`src/rtl/mbs_pkg.sv`:
```
package mbs_pkg;
   typedef enum logic [2:0] {
      PH_IDLE = 3'd0,
      PH_T1   = 3'd1,
      PH_T2   = 3'd2,
      PH_T3   = 3'd3,
      PH_TW   = 3'd4,
      PH_T4   = 3'd5,
      PH_HELD = 3'd6
   } phase_e;
endpackage

```
`src/rtl/mbs_seq.sv`:
```
// Phase sequencer with the hold arbitration folded into its cycle boundaries.
module mbs_seq
   import mbs_pkg::*;
(
   input  logic   clk,
   input  logic   rst_n,
   input  logic   start,
   input  logic   ready,
   input  logic   hold,
   output logic   accept,
   output phase_e ph
);
   phase_e ph_nxt;

   assign accept = (ph == PH_IDLE) && start && !hold;

   always_comb begin
      ph_nxt = ph;
      unique case (ph)
         PH_IDLE: begin
            if (hold)       ph_nxt = PH_HELD;
            else if (start) ph_nxt = PH_T1;
         end
         PH_T1:   ph_nxt = PH_T2;
         PH_T2:   ph_nxt = PH_T3;
         PH_T3,
         PH_TW:   ph_nxt = ready ? PH_T4 : PH_TW;
         PH_T4:   ph_nxt = hold ? PH_HELD : PH_IDLE;
         PH_HELD: ph_nxt = hold ? PH_HELD : PH_IDLE;
         default: ph_nxt = PH_IDLE;
      endcase
   end

   always_ff @(posedge clk or negedge rst_n) begin
      if (!rst_n) ph <= PH_IDLE;
      else        ph <= ph_nxt;
   end
endmodule

```
`src/rtl/mbs_req_latch.sv`:
```
// Holds the accepted request and captures read data.
module mbs_req_latch #(
   parameter int AW = 20,
   parameter int DW = 16
) (
   input  logic          clk,
   input  logic          rst_n,
   input  logic          load,
   input  logic [AW-1:0] addr,
   input  logic          wr,
   input  logic          mem,
   input  logic [DW-1:0] wdata,
   input  logic          capture,
   input  logic [DW-1:0] ad_in,
   output logic [AW-1:0] q_addr,
   output logic          q_wr,
   output logic          q_mem,
   output logic [DW-1:0] q_wdata,
   output logic [DW-1:0] rdata
);
   always_ff @(posedge clk or negedge rst_n) begin
      if (!rst_n) begin
         q_addr  <= '0;
         q_wr    <= 1'b0;
         q_mem   <= 1'b0;
         q_wdata <= '0;
      end else if (load) begin
         q_addr  <= addr;
         q_wr    <= wr;
         q_mem   <= mem;
         q_wdata <= wdata;
      end
   end

   always_ff @(posedge clk or negedge rst_n) begin
      if (!rst_n)       rdata <= '0;
      else if (capture) rdata <= ad_in;
   end
endmodule

```
`src/rtl/mbs_pad.sv`:
```
// Decodes the phase into the bus pins and their output-enables.
module mbs_pad
   import mbs_pkg::*;
#(
   parameter int AW = 20,
   parameter int DW = 16
) (
   input  phase_e        ph,
   input  logic [AW-1:0] q_addr,
   input  logic          q_wr,
   input  logic          q_mem,
   input  logic [DW-1:0] q_wdata,
   output logic [AW-1:0] ad_out,
   output logic          ad_oe,
   output logic          ale,
   output logic          rd_n,
   output logic          wr_n,
   output logic          mio,
   output logic          dtr,
   output logic          ctl_oe,
   output logic          hlda,
   output logic          done
);
   localparam int PAD = AW - DW;

   logic [AW-1:0] wd_ext;
   logic          in_cmd;
   logic          in_data;

   generate
      if (PAD == 0) begin : g_same
         assign wd_ext = q_wdata;
      end else begin : g_pad
         assign wd_ext = {{PAD{1'b0}}, q_wdata};
      end
   endgenerate

   assign in_cmd  = (ph == PH_T2) || (ph == PH_T3) || (ph == PH_TW);
   assign in_data = in_cmd || (ph == PH_T4);

   assign ale    = (ph == PH_T1);
   assign ad_out = (ph == PH_T1) ? q_addr : wd_ext;
   assign ad_oe  = ale || (q_wr && in_data);
   assign rd_n   = !(in_cmd && !q_wr);
   assign wr_n   = !(in_cmd && q_wr);
   assign mio    = q_mem;
   assign dtr    = q_wr;
   assign hlda   = (ph == PH_HELD);
   assign ctl_oe = !hlda;
   assign done   = (ph == PH_T4);
endmodule

```
`src/rtl/mux_bus_seq.sv`:
```
module mux_bus_seq
   import mbs_pkg::*;
#(
   parameter int AW = 20,
   parameter int DW = 16
) (
   input  logic          clk,
   input  logic          rst_n,
   input  logic          req_start,
   input  logic [AW-1:0] req_addr,
   input  logic          req_wr,
   input  logic          req_mem,
   input  logic [DW-1:0] req_wdata,
   output logic          req_done,
   output logic [DW-1:0] req_rdata,
   output logic [AW-1:0] ad_out,
   output logic          ad_oe,
   input  logic [DW-1:0] ad_in,
   output logic          ale,
   output logic          rd_n,
   output logic          wr_n,
   output logic          mio,
   output logic          dtr,
   output logic          ctl_oe,
   input  logic          ready,
   input  logic          hold,
   output logic          hlda
);
   generate
      if (DW < 1 || AW < DW) begin : g_bad_width
         $error("mux_bus_seq: need 1 <= DW <= AW");
      end
   endgenerate

   phase_e        ph;
   logic          accept;
   logic          capture;
   logic [AW-1:0] q_addr;
   logic          q_wr;
   logic          q_mem;
   logic [DW-1:0] q_wdata;

   mbs_seq u_seq (
      .clk    (clk),
      .rst_n  (rst_n),
      .start  (req_start),
      .ready  (ready),
      .hold   (hold),
      .accept (accept),
      .ph     (ph)
   );

   assign capture = !q_wr && ready && ((ph == PH_T3) || (ph == PH_TW));

   mbs_req_latch #(.AW(AW), .DW(DW)) u_latch (
      .clk     (clk),
      .rst_n   (rst_n),
      .load    (accept),
      .addr    (req_addr),
      .wr      (req_wr),
      .mem     (req_mem),
      .wdata   (req_wdata),
      .capture (capture),
      .ad_in   (ad_in),
      .q_addr  (q_addr),
      .q_wr    (q_wr),
      .q_mem   (q_mem),
      .q_wdata (q_wdata),
      .rdata   (req_rdata)
   );

   mbs_pad #(.AW(AW), .DW(DW)) u_pad (
      .ph      (ph),
      .q_addr  (q_addr),
      .q_wr    (q_wr),
      .q_mem   (q_mem),
      .q_wdata (q_wdata),
      .ad_out  (ad_out),
      .ad_oe   (ad_oe),
      .ale     (ale),
      .rd_n    (rd_n),
      .wr_n    (wr_n),
      .mio     (mio),
      .dtr     (dtr),
      .ctl_oe  (ctl_oe),
      .hlda    (hlda),
      .done    (req_done)
   );
endmodule

```
`config.mk`:
```
export PLATFORM = sky130hd
export DESIGN_NAME = mux_bus_seq
export DESIGN_NICKNAME = d
export VERILOG_FILES = /design/src/rtl/mbs_pkg.sv /design/src/rtl/mbs_seq.sv /design/src/rtl/mbs_req_latch.sv /design/src/rtl/mbs_pad.sv /design/src/rtl/mux_bus_seq.sv
export SDC_FILE = /design/constraint.sdc
export NUM_CORES = 1
export LEC_CHECK = 0
export BUFFER_PORTS_ARGS = -buffer_cell sky130_fd_sc_hd__buf_2
export CAP_MARGIN = 10
export CORE_ASPECT_RATIO = 1.1
export CORE_MARGIN = 2
export CORE_UTILIZATION = 52
export DETAILED_ROUTE_END_ITERATION = 10
export GPL_TIMING_DRIVEN = 1
export PLACE_DENSITY_LB_ADDON = 0.1
export SYNTH_ARGS = -nofsm -noshare
export SYNTH_HDL_FRONTEND = slang
export SYNTH_SLANG_ARGS = --single-unit
```
`constraint.sdc`:
```
create_clock -name clk -period 2.4 [get_ports clk]
set_input_delay 0.24 -clock clk [delete_from_list [all_inputs] [get_ports clk]]
set_output_delay 0.24 -clock clk [all_outputs]
set_load 0.02 [all_outputs]
```
# Word-level counts from Yosys, hierarchy flattened
# Index checks and enable logic that the tools add are counted.
[classes]
eq_ne = 7
muxes = 6
reduce_logical = 20
[ops]
columns = ["operator", "count"]
rows = [
  ["20-bit two-way mux", 1],
  ["3-bit case mux with 5 select lines", 1],
  ["3-bit == test, second input constant", 3],
  ["3-bit two-way mux", 3],
  ["1-bit logical AND", 7],
  ["3-bit by 2-bit == test with 1-bit output, second input constant", 2],
  ["1-bit logical NOT", 5],
  ["1-bit logical OR", 5],
  ["2-bit OR reduction", 2],
  ["3-bit by 1-bit == test with 1-bit output, second input constant", 1],
  ["3-bit logical NOT", 1],
  ["3-bit != test, second input constant", 1],
  ["1-bit two-way mux", 1],
]
[word_totals]
ff_bits = 57
in_bits = 59
output_inout_bits = 45
elab_cells = 39

# Longest topological paths before layout
[logic_depth]
word_depth = 6
mapped_depth = 7
depth_no_buf = 4

# Modules after synthesis
# Synthesis repeated with hierarchy kept, for this count alone.
[hier_totals]
hier_cells = 170
hier_area_um2 = 2617.5
[modules_own_cells]
columns = ["mod", "n_inst", "cells_per_inst", "area_each_um2"]
rows = [
  ["mbs_req_latch", 1, 114, 2095.8],
  ["mbs_pad", 1, 35, 327.8],
  ["mbs_seq", 1, 17, 166.4],
  ["mux_bus_seq", 1, 4, 27.5],
]

# Worst setup path before layout
# OpenSTA, ideal clock, no wires.
[synth_timing]
path_type = "reg-to-output"
start = "register u_seq.ph[2]"
end = "output ad_out[11]"
t_arrival_ns = 1.466
t_required_ns = 2.160
setup_slack_ns = 0.694
path_stages_with_launch = 6
cell_sequence = "dfrtp_1 -> buf_2 -> inv_1 -> and3_2 -> buf_2 -> mux2_2"
[synth_between]
elab_chain_cells = 2
[synth_rtl]
columns = ["item", "line", "source"]
rows = [
  ["start: declaration", "mbs_seq.sv:11", "output phase_e ph"],
  ["start signal: assignment", "mbs_seq.sv:36", "else ph <= ph_nxt;"],
  ["3-bit by 1-bit == test with 1-bit output", "--", ""],
  ["via ale", "mux_bus_seq.sv:19", "output logic ale,"],
  ["20-bit two-way mux", "mbs_pad.sv:42", "assign ad_out = (ph == PH_T1) ? q_addr : wd_ext;"],
  ["end: declaration", "mux_bus_seq.sv:16", "output logic [AW-1:0] ad_out,"],
]
# The timed path passes the listed nets, and every way through them passes these cells.

# Worst setup path after layout
[layout_timing]
start = "register u_seq.ph[1]"
end = "output ad_out[11]"
[layout_between]
elab_chain_cells = 2
[layout_rtl]
columns = ["item", "line"]
rows = [
  ["3-bit by 1-bit == test with 1-bit output", "mbs_pad.sv:42"],
  ["20-bit two-way mux", "mbs_pad.sv:42"],
]
# No other way between the ends.

==> impl_metrics.env <==
export IMPL_regToRegSetupSlack_ps=440
export IMPL_syn_area_um2=2550
export IMPL_hold_viol_final=0
export IMPL_numCtsBuffers=9
export IMPL_gr_usage_all_layers_pct=18.1
export IMPL_multiInputGateArea_um2=1040
export IMPL_nFillCells=364
export IMPL_grt_max_degree=58
export IMPL_worstSetupPathType="register to output port"
export IMPL_cp_startpoint="u_seq.ph[1]"
export IMPL_p_leak_nw=1.62
export IMPL_startpoint_type="register"
export IMPL_drt_antenna_violating_nets=0
export IMPL_timing_final_ws_setup_ps=168
export IMPL_cp_required_ps=2160
export IMPL_mappedNetlistNets=231
export IMPL_fin_worst_skew_ps=4.73
export IMPL_wl_met1_um=2200
export IMPL_routabilityCongestion=0.820
export IMPL_overflow=0
export IMPL_clkPwrFrac_pct=17.9
export IMPL_maxCapViolCount=0
export IMPL_die_h_um=77.5
export IMPL_p_sw_w=0.00169
export IMPL_cts_buffer_depth=2
export IMPL_rsz0062_at_grt="false"
export IMPL_initial_core_util_pct=54.5
export IMPL_setup_viol=0
export IMPL_min_path_type="input pin to asynchronous set/reset pin"
export IMPL_cts_tree="done"
export IMPL_postCtsHoldBufs=0
export IMPL_avgSynthCellArea_um2=14.9
export IMPL_synth_seq_cells=57
export IMPL_fmax_ghz=0.448
export IMPL_wl_per_cell_um=14.1
export IMPL_regArea_um2=1430
export IMPL_seq_power_share_pct=37.7
export IMPL_die_width_um=70.8
export IMPL_diodes=0
export IMPL_end_kind="output port"
export IMPL_drive_gt1_share_pct=68.2
export IMPL_crit_arrival_ps=1990
export IMPL_dp_hpwl_um=3260
export IMPL_post_cts_setup_buffers=0
export IMPL_cts_resized=0
export IMPL_cp_max_fo=21
export IMPL_netSwitchingFraction_pct=36.4
export IMPL_boundaryPins=104
export IMPL_grt_first_pass_wirelength_um=7650
export IMPL_r2r_start="u_seq.ph[2]"
export IMPL_placed_cell_area_um2=3090
export IMPL_timing_setup_tns_ps=0
export IMPL_row_count=26
export IMPL_synth_distinct_cells=25
export IMPL_finalCriticalPeriod_ps=2230
export IMPL_nets=337
export IMPL_htree_levels=3
export IMPL_dieArea_um2=5490
export IMPL_seq_area_frac_synth_pct=55.8
export IMPL_top_layer="met4"
export IMPL_via_per_inst=5.09
export IMPL_stdcell_area_um2=3290
export IMPL_drc=0
export IMPL_antenna_found_initial=0
export IMPL_period_share_pct=93.0
export IMPL_finalMaxSlewViolations=0
export IMPL_dp_slack_ps=390
export IMPL_ir_worst_vdd_uv=805
export IMPL_holdWs_ps=59.9
export IMPL_coreArea_um2=4680
export IMPL_tightest_slew_ps=701
export IMPL_first_global_vias=1685
export IMPL_status="completed"
export IMPL_power_density_nw_per_um2=1410
export IMPL_clock_root_buffer="clkbuf_8"
export IMPL_synthCells=172
export IMPL_num_vias=1724
export IMPL_wl_um=4760
export IMPL_dr_wl_met3_um=391
export IMPL_internal_power_w=0.00295
export IMPL_drt_iter0_markers=57
export IMPL_first_pass_iters=4
export IMPL_yosysWarnings=0
export IMPL_wl_met2_um=2100
export IMPL_slew_headroom_pct=53.3
export IMPL_path_clk_slew_ps=60
export IMPL_p_comb_share_pct=44.4
export IMPL_io_buffers=103
export IMPL_cts_sinks=57
export IMPL_clock_latency_ps=320
export IMPL_syn2layout_area_growth_pct=28.7
==> flip-flops by register name (all words and copies together) (netlist names) <==
| register | flops |
|---|---|
| u_latch.rdata | 16 |
| u_seq.ph | 3 |
| u_latch.q_mem | 1 |
| u_latch.q_wr | 1 |
| u_latch.q_addr | 20 |
| u_latch.q_wdata | 16 |
==> worst max-delay path, cell delays in order (launching register included) <==
cell     delay (ps)
dfrtp_1         510
inv_1           210
and3_4          400
mux2_2          370
buf_2           160
==> layer usage <==
| layer | vias up | global-route usage (%) |
|---|---|---|
| met3 | 7 | 5.84 |
| met4 | 0 | 8.49 |
| met1 | 824 | 24.4 |
| li1 | 823 | - |
| met5 | - | 0 |
| met2 | 70 | 26.6 |
==> cell type report <==
| cell class | count | area share [%] |
|---|---|---|
| Clock buffer | 14 | 5.56 |
| Inverter | 3 | 0.342 |
| Timing Repair Buffer | 106 | 16.7 |
| Multi-Input combinational cell | 101 | 31.5 |
| Tap cell | 56 | 2.13 |
| Sequential cell | 57 | 43.4 |
| Clock inverter | 2 | 0.304 |
==> synthesized netlist by cell type <==
library cell	n	area, µm²
a211oi_1	1	7.51
mux2_4	10	150
mux2_1	2	22.5
nand3_1	1	5.00
nor3_1	1	5.00
mux2_2	58	653
nor4_2	1	12.5
o21ai_0	4	20.0
and3b_1	1	8.76
buf_6	2	22.5
buf_12	1	20.0
buf_2	4	20.0
nor2_1	4	15.0
and3_2	2	15.0
buf_4	4	30.0
nor3b_4	1	18.8
nand2_1	3	11.3
o21bai_1	2	15.0
a21oi_1	3	15.0
o221ai_1	1	8.76
dfrtp_1	57	1430
mux2i_1	1	10.0
inv_1	3	11.3
and2_1	4	25.0
nand2b_1	1	6.26
==> path summary, 6_finish.rpt <==
kind	depth (start not counted)	end
worst max-delay path	4	ad_out[11]
worst min-delay path	2	u_latch.rdata[15]
worst max register to register	5	u_latch.rdata[4]
worst min register to register	1	u_latch.q_addr[17]
max in group asynchronous	2	u_latch.q_addr[19]
min in group clk	2	u_latch.q_addr[17]
==> cell usage in the layout (no fill, tap or decap), drive strengths merged <==
master  Yosys  final
o21ai       4      4
clkinv      0      2
mux2i       1      1
nor2        4      4
clkbuf      0     14
dfrtp      57     57
nor3b       1      1
nand2b      1      1
inv         3      3
buf        11    106
mux2       70     70
and3        2      2
o21bai      2      2
nand3       1      1
nor3        1      1
o221ai      1      1
nor4        1      1
a21oi       3      3
and2        4      4
a211oi      1      1
and3b       1      1
nand2       3      3
==> through the flow <==
| step | util, % | cells | total power (W) |
|---|---|---|---|
| 2_1_floorplan | - | 172 | 0.00327 |
| 3_3_place_gp | 66.0 | 323 | 0.00379 |
| 3_5_place_dp | 66.0 | 323 | 0.00383 |
| 4_1_cts | 70.1 | 339 | 0.00469 |
| 5_1_grt | 70.2 | 339 | 0.00494 |
| 6_report | 70.2 | 339 | 0.00464 |
==> power groups by stage <==
stage	logic (W)	registers (W)	clock network (W)
global route	0.00222	0.00182	0.000907
floorplan	0.00143	0.00183	0
finish	0.00206	0.00175	0.000832
CTS	0.00208	0.00175	0.000860
global placement	0.00204	0.00175	0
detailed placement	0.00207	0.00176	0
==> cell families after synthesis <==
family                 count (synthesis)  synth area share [%]
AND/OR/NAND/NOR                       19                  4.80
multiplexers                          71                  32.7
flip-flops                            57                  55.8
AO/OA/AOI/OAI                         11                  2.60
buffers and inverters                 14                  4.06
Power figures use the tool's default switching activity.
